==> src/rtl/ptm_pkg.sv <==
package ptm_pkg;

    localparam int unsigned RES_W = 16;

    typedef enum logic [1:0] {
        MODE_ONTIME = 2'd0,
        MODE_PERIOD = 2'd1,
        MODE_COUNT  = 2'd2,
        MODE_STOP   = 2'd3
    } ptm_mode_e;

    typedef enum logic [1:0] {
        IV_IDLE = 2'd0,
        IV_WAIT = 2'd1,
        IV_RUN  = 2'd2
    } ptm_iv_state_e;

    typedef struct packed {
        logic             ovf;
        logic [RES_W-1:0] value;
    } ptm_result_t;

    typedef struct packed {
        logic rise;
        logic fall;
    } ptm_edges_t;

    // Saturating increment: once full, value stays and ovf is raised.
    function automatic ptm_result_t sat_inc(input ptm_result_t r);
        ptm_result_t n;
        n = r;
        if (&r.value) begin
            n.ovf = 1'b1;
        end else begin
            n.value = r.value + RES_W'(1);
        end
        return n;
    endfunction

endpackage

==> src/rtl/ptm_edge_sync.sv <==
module ptm_edge_sync
    import ptm_pkg::*;
#(
    parameter int unsigned SYNC_STAGES = 2
) (
    input  logic       clk,
    input  logic       rst,
    input  logic       sig_in,
    output ptm_edges_t edges
);

    localparam int unsigned TOP = SYNC_STAGES - 1;

    logic [SYNC_STAGES-1:0] sync_q;
    logic                   prev_q;

    always_ff @(posedge clk) begin
        if (rst) begin
            sync_q <= '0;
            prev_q <= 1'b0;
            edges  <= '0;
        end else begin
            sync_q     <= {sync_q[TOP-1:0], sig_in};
            prev_q     <= sync_q[TOP];
            edges.rise <= sync_q[TOP] & ~prev_q;
            edges.fall <= ~sync_q[TOP] & prev_q;
        end
    end

    // a registered edge stream can never report both directions at once
    a_r2_edges_exclusive: assert property (@(posedge clk) disable iff (rst)
        !(edges.rise && edges.fall));

    // two consecutive rises are impossible without a fall between
    a_r2_no_double_rise: assert property (@(posedge clk) disable iff (rst)
        edges.rise |=> !edges.rise);

endmodule

==> src/rtl/ptm_interval.sv <==
module ptm_interval
    import ptm_pkg::*;
(
    input  logic        clk,
    input  logic        rst,
    input  logic        arm,
    input  logic        abort,
    input  logic        pol,
    input  logic        whole_cycle,
    input  ptm_edges_t  edges,
    output logic        done,
    output ptm_result_t res
);

    ptm_iv_state_e state;
    ptm_result_t   cnt;
    logic          pol_q;
    logic          whole_q;
    logic          start_edge;
    logic          end_edge;

    always_comb begin
        start_edge = pol_q ? edges.rise : edges.fall;
        if (whole_q) begin
            end_edge = start_edge;
        end else begin
            end_edge = pol_q ? edges.fall : edges.rise;
        end
    end

    always_ff @(posedge clk) begin
        if (rst) begin
            state   <= IV_IDLE;
            cnt     <= '0;
            pol_q   <= 1'b0;
            whole_q <= 1'b0;
            done    <= 1'b0;
            res     <= '0;
        end else begin
            done <= 1'b0;
            if (arm) begin
                state   <= IV_WAIT;
                pol_q   <= pol;
                whole_q <= whole_cycle;
            end else if (abort) begin
                state <= IV_IDLE;
            end else begin
                case (state)
                    IV_WAIT: begin
                        if (start_edge) begin
                            cnt   <= '{ovf: 1'b0, value: RES_W'(1)};
                            state <= IV_RUN;
                        end
                    end
                    IV_RUN: begin
                        if (end_edge) begin
                            res   <= cnt;
                            done  <= 1'b1;
                            state <= IV_IDLE;
                        end else begin
                            cnt <= sat_inc(cnt);
                        end
                    end
                    default: state <= IV_IDLE;
                endcase
            end
        end
    end

    // completion is a single-cycle pulse
    a_r9_done_one_cycle: assert property (@(posedge clk) disable iff (rst)
        done |=> !done);

    // a timing run is entered only on a qualifying edge seen while waiting
    a_r6_run_from_edge: assert property (@(posedge clk) disable iff (rst)
        (state == IV_RUN && $past(state) == IV_WAIT) |-> $past(start_edge));

    // a saturated count stays saturated while the run continues
    a_r7_sat_sticky: assert property (@(posedge clk) disable iff (rst)
        (state == IV_RUN && cnt.ovf && !end_edge && !arm && !abort)
        |=> (cnt.ovf && (&cnt.value)));

endmodule

==> src/rtl/ptm_gate_count.sv <==
module ptm_gate_count
    import ptm_pkg::*;
#(
    parameter int unsigned GATE_LOG2 = 23
) (
    input  logic        clk,
    input  logic        rst,
    input  logic        arm,
    input  logic        abort,
    input  logic        rise,
    output logic        done,
    output ptm_result_t res
);

    localparam longint unsigned MAX_EDGES = 64'd1 << (GATE_LOG2 - 1);

    logic [GATE_LOG2-1:0] gate_q;
    logic                 active_q;
    ptm_result_t          acc;
    ptm_result_t          acc_next;

    always_comb begin
        acc_next = rise ? sat_inc(acc) : acc;
    end

    always_ff @(posedge clk) begin
        if (rst) begin
            gate_q   <= '0;
            active_q <= 1'b0;
            acc      <= '0;
            done     <= 1'b0;
            res      <= '0;
        end else begin
            done <= 1'b0;
            if (arm) begin
                active_q <= 1'b1;
                gate_q   <= '0;
                acc      <= '0;
            end else if (abort) begin
                active_q <= 1'b0;
            end else if (active_q) begin
                gate_q <= gate_q + 1'b1;
                if (&gate_q) begin
                    res  <= acc_next;
                    done <= 1'b1;
                    acc  <= '0;
                end else begin
                    acc <= acc_next;
                end
            end
        end
    end

    // windows are longer than one clock, so completions never touch
    a_r8_done_spacing: assert property (@(posedge clk) disable iff (rst)
        done |=> !done);

    // a window cannot hold more rising edges than half its length
    a_r8_count_bound: assert property (@(posedge clk) disable iff (rst)
        done |-> (64'(res.value) <= MAX_EDGES));

endmodule

==> src/rtl/pulse_meter.sv <==
module pulse_meter
    import ptm_pkg::*;
#(
    parameter int unsigned GATE_LOG2   = 23,
    parameter int unsigned SYNC_STAGES = 2
) (
    input  logic        clk,
    input  logic        rst,
    input  logic        sig_in,
    input  logic [1:0]  mode,
    input  logic        pol,
    input  logic        start,
    output logic [15:0] result,
    output logic        valid,
    output logic        overflow
);

    ptm_mode_e   mode_sel;
    ptm_edges_t  edges;
    logic        iv_arm;
    logic        iv_abort;
    logic        gc_arm;
    logic        gc_abort;
    logic        iv_done;
    logic        gc_done;
    ptm_result_t iv_res;
    ptm_result_t gc_res;
    ptm_result_t out_q;

    always_comb begin
        mode_sel = ptm_mode_e'(mode);
        iv_arm   = start && (mode_sel == MODE_ONTIME || mode_sel == MODE_PERIOD);
        iv_abort = start && !iv_arm;
        gc_arm   = start && (mode_sel == MODE_COUNT);
        gc_abort = start && !gc_arm;
    end

    ptm_edge_sync #(.SYNC_STAGES(SYNC_STAGES)) u_sync (
        .clk    (clk),
        .rst    (rst),
        .sig_in (sig_in),
        .edges  (edges)
    );

    ptm_interval u_interval (
        .clk         (clk),
        .rst         (rst),
        .arm         (iv_arm),
        .abort       (iv_abort),
        .pol         (pol),
        .whole_cycle (mode_sel == MODE_PERIOD),
        .edges       (edges),
        .done        (iv_done),
        .res         (iv_res)
    );

    ptm_gate_count #(.GATE_LOG2(GATE_LOG2)) u_gate (
        .clk   (clk),
        .rst   (rst),
        .arm   (gc_arm),
        .abort (gc_abort),
        .rise  (edges.rise),
        .done  (gc_done),
        .res   (gc_res)
    );

    always_ff @(posedge clk) begin
        if (rst) begin
            out_q <= '0;
            valid <= 1'b0;
        end else begin
            valid <= iv_done || gc_done;
            if (iv_done) begin
                out_q <= iv_res;
            end else if (gc_done) begin
                out_q <= gc_res;
            end
        end
    end

    assign result   = out_q.value;
    assign overflow = out_q.ovf;

    // only one engine is ever active, so completions never coincide
    a_r9_one_source: assert property (@(posedge clk) disable iff (rst)
        !(iv_done && gc_done));

    // an overflowed result always reads full scale
    a_r7_ovf_full_scale: assert property (@(posedge clk) disable iff (rst)
        (valid && overflow) |-> (&result));

    // the valid strobe lasts one clock
    a_r9_valid_pulse: assert property (@(posedge clk) disable iff (rst)
        valid |=> !valid);

endmodule

==> config.mk <==
export PLATFORM = sky130hd
export DESIGN_NAME = pulse_meter
export DESIGN_NICKNAME = d
export VERILOG_FILES = /design/src/rtl/ptm_pkg.sv /design/src/rtl/ptm_edge_sync.sv /design/src/rtl/ptm_interval.sv /design/src/rtl/ptm_gate_count.sv /design/src/rtl/pulse_meter.sv
export SDC_FILE = /design/constraint.sdc
export NUM_CORES = 1
export LEC_CHECK = 0
export CAP_MARGIN = 20
export CORE_MARGIN = 2
export CORE_UTILIZATION = 60
export DETAILED_ROUTE_END_ITERATION = 10
export DONT_BUFFER_PORTS = 1
export GPL_TIMING_DRIVEN = 0
export PLACE_DENSITY = 0.76
export SLEW_MARGIN = 20
export SYNTH_ARGS = -nofsm -noshare
export SYNTH_HDL_FRONTEND = slang
export SYNTH_SLANG_ARGS = --single-unit
==> constraint.sdc <==
create_clock -name clk -period 2.5 [get_ports clk]
set_clock_uncertainty 0.15 [all_clocks]
set_input_delay 0.125 -clock clk [delete_from_list [all_inputs] [get_ports clk]]
set_output_delay 0.125 -clock clk [all_outputs]
set_load 0.1 [all_outputs]
==> impl_metrics.py <==
metrics = {
    "outcome": {
        "status": "complete, no violations",
    },
    "route": {
        "drt_iter0_markers": 318,
        "totalWireLength_um": 14270,
        "drcViolationCount": 0,
        "routedWlPerCell_um": 17.17,
        "num_vias": 5122,
        "ant_nets": 0,
        "dr.pass1.iters": 5,
        "vias_per_cell": 6.164,
    },
    "sta": {
        "finalHoldViolCount": 0,
        "relSlewSlack_pct": 28.71,
        "layout_setup_ws_ns": 0.09757,
        "finalCritPeriodShare_pct": 96.10,
        "slew_viol_final": 0,
        "fin_crit_ns": 2.402,
        "tightestPinTransition_ns": 1.068,
        "setup_viol": 0,
        "setup-tns-final_ns": 0,
        "fmax_ghz": 0.4162,
        "rsz0062_at_grt": "yes",
    },
    "placed_design": {
        "place_congestion": 0.9330,
        "hpwlAfterDp_um": 9674,
        "dp.cells": 791,
        "place_ws_ns": 0.1156,
        "place.port_buffers": 0,
    },
    "yosys": {
        "yosysWarningCount": 0,
        "async_flop_share_pct": 0,
        "ys_ff_latch": 121,
        "synth_nets": 672,
        "synth_edf_count": 0,
        "synth_area_leaders": "dfxtp_1 (42%), mux2i_1 (7.9%), nor2_1 (7.4%), a21oi_1 (4.7%), nand2_1 (2.8%)",
        "syn_inst": 662,
        "syn_area_per_cell_um2": 8.632,
        "syn_area_um2": 5714,
        "synth_top_area_share_pct": 42.39,
        "synth_flop_cell": "dfxtp_1",
        "synth.distinct_cells": 60,
        "synth_area_leader_cell": "dfxtp_1",
        "synth-seq-area-share_pct": 42.39,
    },
    "setup_path": {
        "crit_path_max_fanout": 6,
        "rr_startpoint": "u_gate.acc[0]",
        "cp-start-kind": "register",
        "r2r_setup_slack_ns": 0.1,
        "path_class": "reg -> reg",
        "rr_endpoint": "u_gate.res[4]",
        "path_cells": "ha_1 > nand4_1 > o41a_1 > nand4_1 > xor2_1 > a211oi_2",
        "max_stage_delay_ns": 0.59,
        "slowest_stage": "o41a_1",
        "endpoint_kind": "register",
        "crit_top_cell": "nand4_1",
        "reg2reg_depth": 6,
        "cp.required_ns": 2.73,
        "arrival_ns": 2.63,
    },
    "min_path": {
        "min_from": "sig_in",
        "whs_path_depth": 2,
        "hp-class": "in -> reg",
        "min_delay_worst_endpoint": "u_sync.sync_q[0]",
    },
    "clock_tree": {
        "ctsHtreeMaxLevel": 4,
        "cts_sinks": 121,
        "clk_pin_slew_ns": 0.06,
        "cts_inserted_buffers": 17,
        "cts_max_path_buffers": 2,
        "clockRootBuffer": "clkbuf_8",
        "postCtsSetupRepairBufs": 0,
        "cts_tree": "built",
        "insertion_delay_ns": 0.52,
    },
    "global_route": {
        "grt_pass1_wl_um": 23590,
        "grt_pass1_vias": 4785,
        "antenna_found_initial": 0,
        "grt_max_degree": 17,
        "grt_usage_pct": 29.10,
        "gr-total-overflow": 0,
    },
    "power_and_ir_drop": {
        "power.leakage_uw": 0.002178,
        "vdd_drop_max_v": 0.0004947,
        "pwr_density_cell_nw_per_um2": 690.6,
        "finalPower_uw": 4546,
    },
    "floorplanning": {
        "design.die.area_um2": 10320,
        "start_util_pct": 61.84,
        "core_um2": 9240,
        "ioPinCount": 25,
        "die_width_um": 101.6,
        "die_y_um": 101.6,
        "rows": 35,
    },
    "cells_and_area": {
        "layout-drive-gt1-share_pct": 11.11,
        "n_fill_cell": 688,
        "antennaDiodeCount": 0,
        "seq_area_um2": 2422,
        "final_core_util_pct": 71.24,
        "fin_cells": 831,
        "multiInputGateArea_um2": 3058,
        "syn_to_final_growth_pct": 15.20,
        "final_nets": 699,
    },
    "job": {
        "cap_violations": 0,
    },
}
## worst max path at each step
stage / start / endpoint / slack (ns) / cells past startpoint
2_1_floorplan: u_gate.acc[0] / u_gate.acc[12] / 0.39 / 6
3_3_place_gp: u_gate.gate_q[3] / u_gate.res[13] / 0.18 / 6
3_5_place_dp: u_gate.gate_q[10] / u_gate.res[3] / 0.12 / 7
4_1_cts: u_gate.gate_q[10] / u_gate.res[3] / 0.09 / 7
5_1_grt: u_interval.cnt[2] / u_interval.cnt[0] / -0.02 / 8
6_report: u_gate.acc[0] / u_gate.res[4] / 0.1 / 6
## metal layers
layer  global-route usage, %  routed length (um)
met1                   38.95                6288
met4                   9.875                 265
met3                   7.522                1161
met2                   45.75                6554
met5                       0                   0
## sequential cells by signal (all words and copies together) (netlist names)
| register | flops |
|---|---|
| u_interval.pol_q | 1 |
| u_gate.done | 1 |
| u_gate.gate_q | 23 |
| result | 16 |
| valid | 1 |
| u_interval.state | 2 |
| u_interval.done | 1 |
| u_interval.whole_q | 1 |
| u_sync.sync_q | 2 |
| u_gate.acc | 17 |
| u_sync.edges | 2 |
| u_sync.prev_q | 1 |
| overflow | 1 |
| u_interval.res | 17 |
| u_gate.res | 17 |
| u_interval.cnt | 17 |
| u_gate.active_q | 1 |
## cells in the final DEF, fill, tap and decap left out, types with 3 or more instances in the layout
cell type,netlist,routed
dfxtp_1,121,121
nor2_1,112,112
a21oi_1,54,54
mux2i_1,45,45
nand2_1,42,42
clkbuf_1,21,22
nor3_1,23,22
nand4_1,22,22
nand3_1,20,20
xnor2_1,17,17
clkbuf_16,0,16
buf_2,12,12
o21ai_0,12,12
xor2_1,10,10
nor2b_1,9,9
nor4_1,9,9
or4_1,10,9
a211oi_2,8,8
dlygate4sd3_1,0,8
inv_1,7,7
and3_1,7,7
nand2b_1,6,6
and4_1,6,6
or3_1,6,6
and2_1,6,6
o31ai_1,6,6
o211ai_1,6,6
mux2_2,4,4
buf_6,4,4
buf_1,4,4
o31a_1,4,4
inv_6,0,4
o21a_1,3,3
o2bb2ai_1,3,3
clkbuf_8,0,3
clkinvlp_4,0,3
bufinv_16,0,3
## stage by stage
stage	hold slack, ns	instance area (um^2)
after detailed placement	0.06386	5876
final	0.1216	6583
after floorplan	0.05412	5714
after CTS	0.1095	6563
after global routing	0.1177	6583
after global placement	0.05804	5876
## synthesized netlist by cell type, drive strengths merged (9+ instances only)
library cell  instances
dfxtp               121
nor2                112
a21oi                54
mux2i                45
nand2                42
clkbuf               23
nor3                 23
buf                  22
nand4                22
nand3                20
xnor2                17
o21ai                13
nor4                 11
or4                  11
a211oi               10
xor2                 10
nor2b                 9
## final cells by class
cell class	instances	area share, %
Tap cell	129	2.452
Inverter	8	0.4562
Multi-Input combinational cell	488	46.46
Clock buffer	20	6.767
Buffer	45	3.402
Sequential cell	121	36.80
Timing Repair Buffer	8	1.216
Clock inverter	12	2.452
## timing repair
item                                    CTS  global route
hold buffers                              8             0
endpoints found under the setup margin    0            19
endpoints found under the hold margin    25             0
resized for setup                         0             4
## power by group
group          switching [uW]  internal, uW
clock network             913          1580
registers                7.36          1940
logic                    75.8          31.8
total                     996          3550
## critical path: cells and delay by family (launching register included)
kind / cells / cell delay (ns)
DFF: 1 / 0.44
adders and majority gates: 1 / 0.27
and+or+nand+nor: 2 / 0.43
xor gates and xnor gates: 1 / 0.28
AOI/OAI and AO/OA: 2 / 0.69
## logic make-up after synthesis
family                   count (synthesis)  synth area share (%)
AND/OR/NAND/NOR                        288                 25.11
AO/OA/AOI/OAI                          121                 14.58
flip-flops                             121                 42.39
buffers and inverters                   53                 4.445
multiplexers                            49                 8.671
XOR/XNOR                                27                 4.138
adder cells (fa/ha/maj)                  3                0.6570
Note: power is estimated with default switching activity, not from simulation.
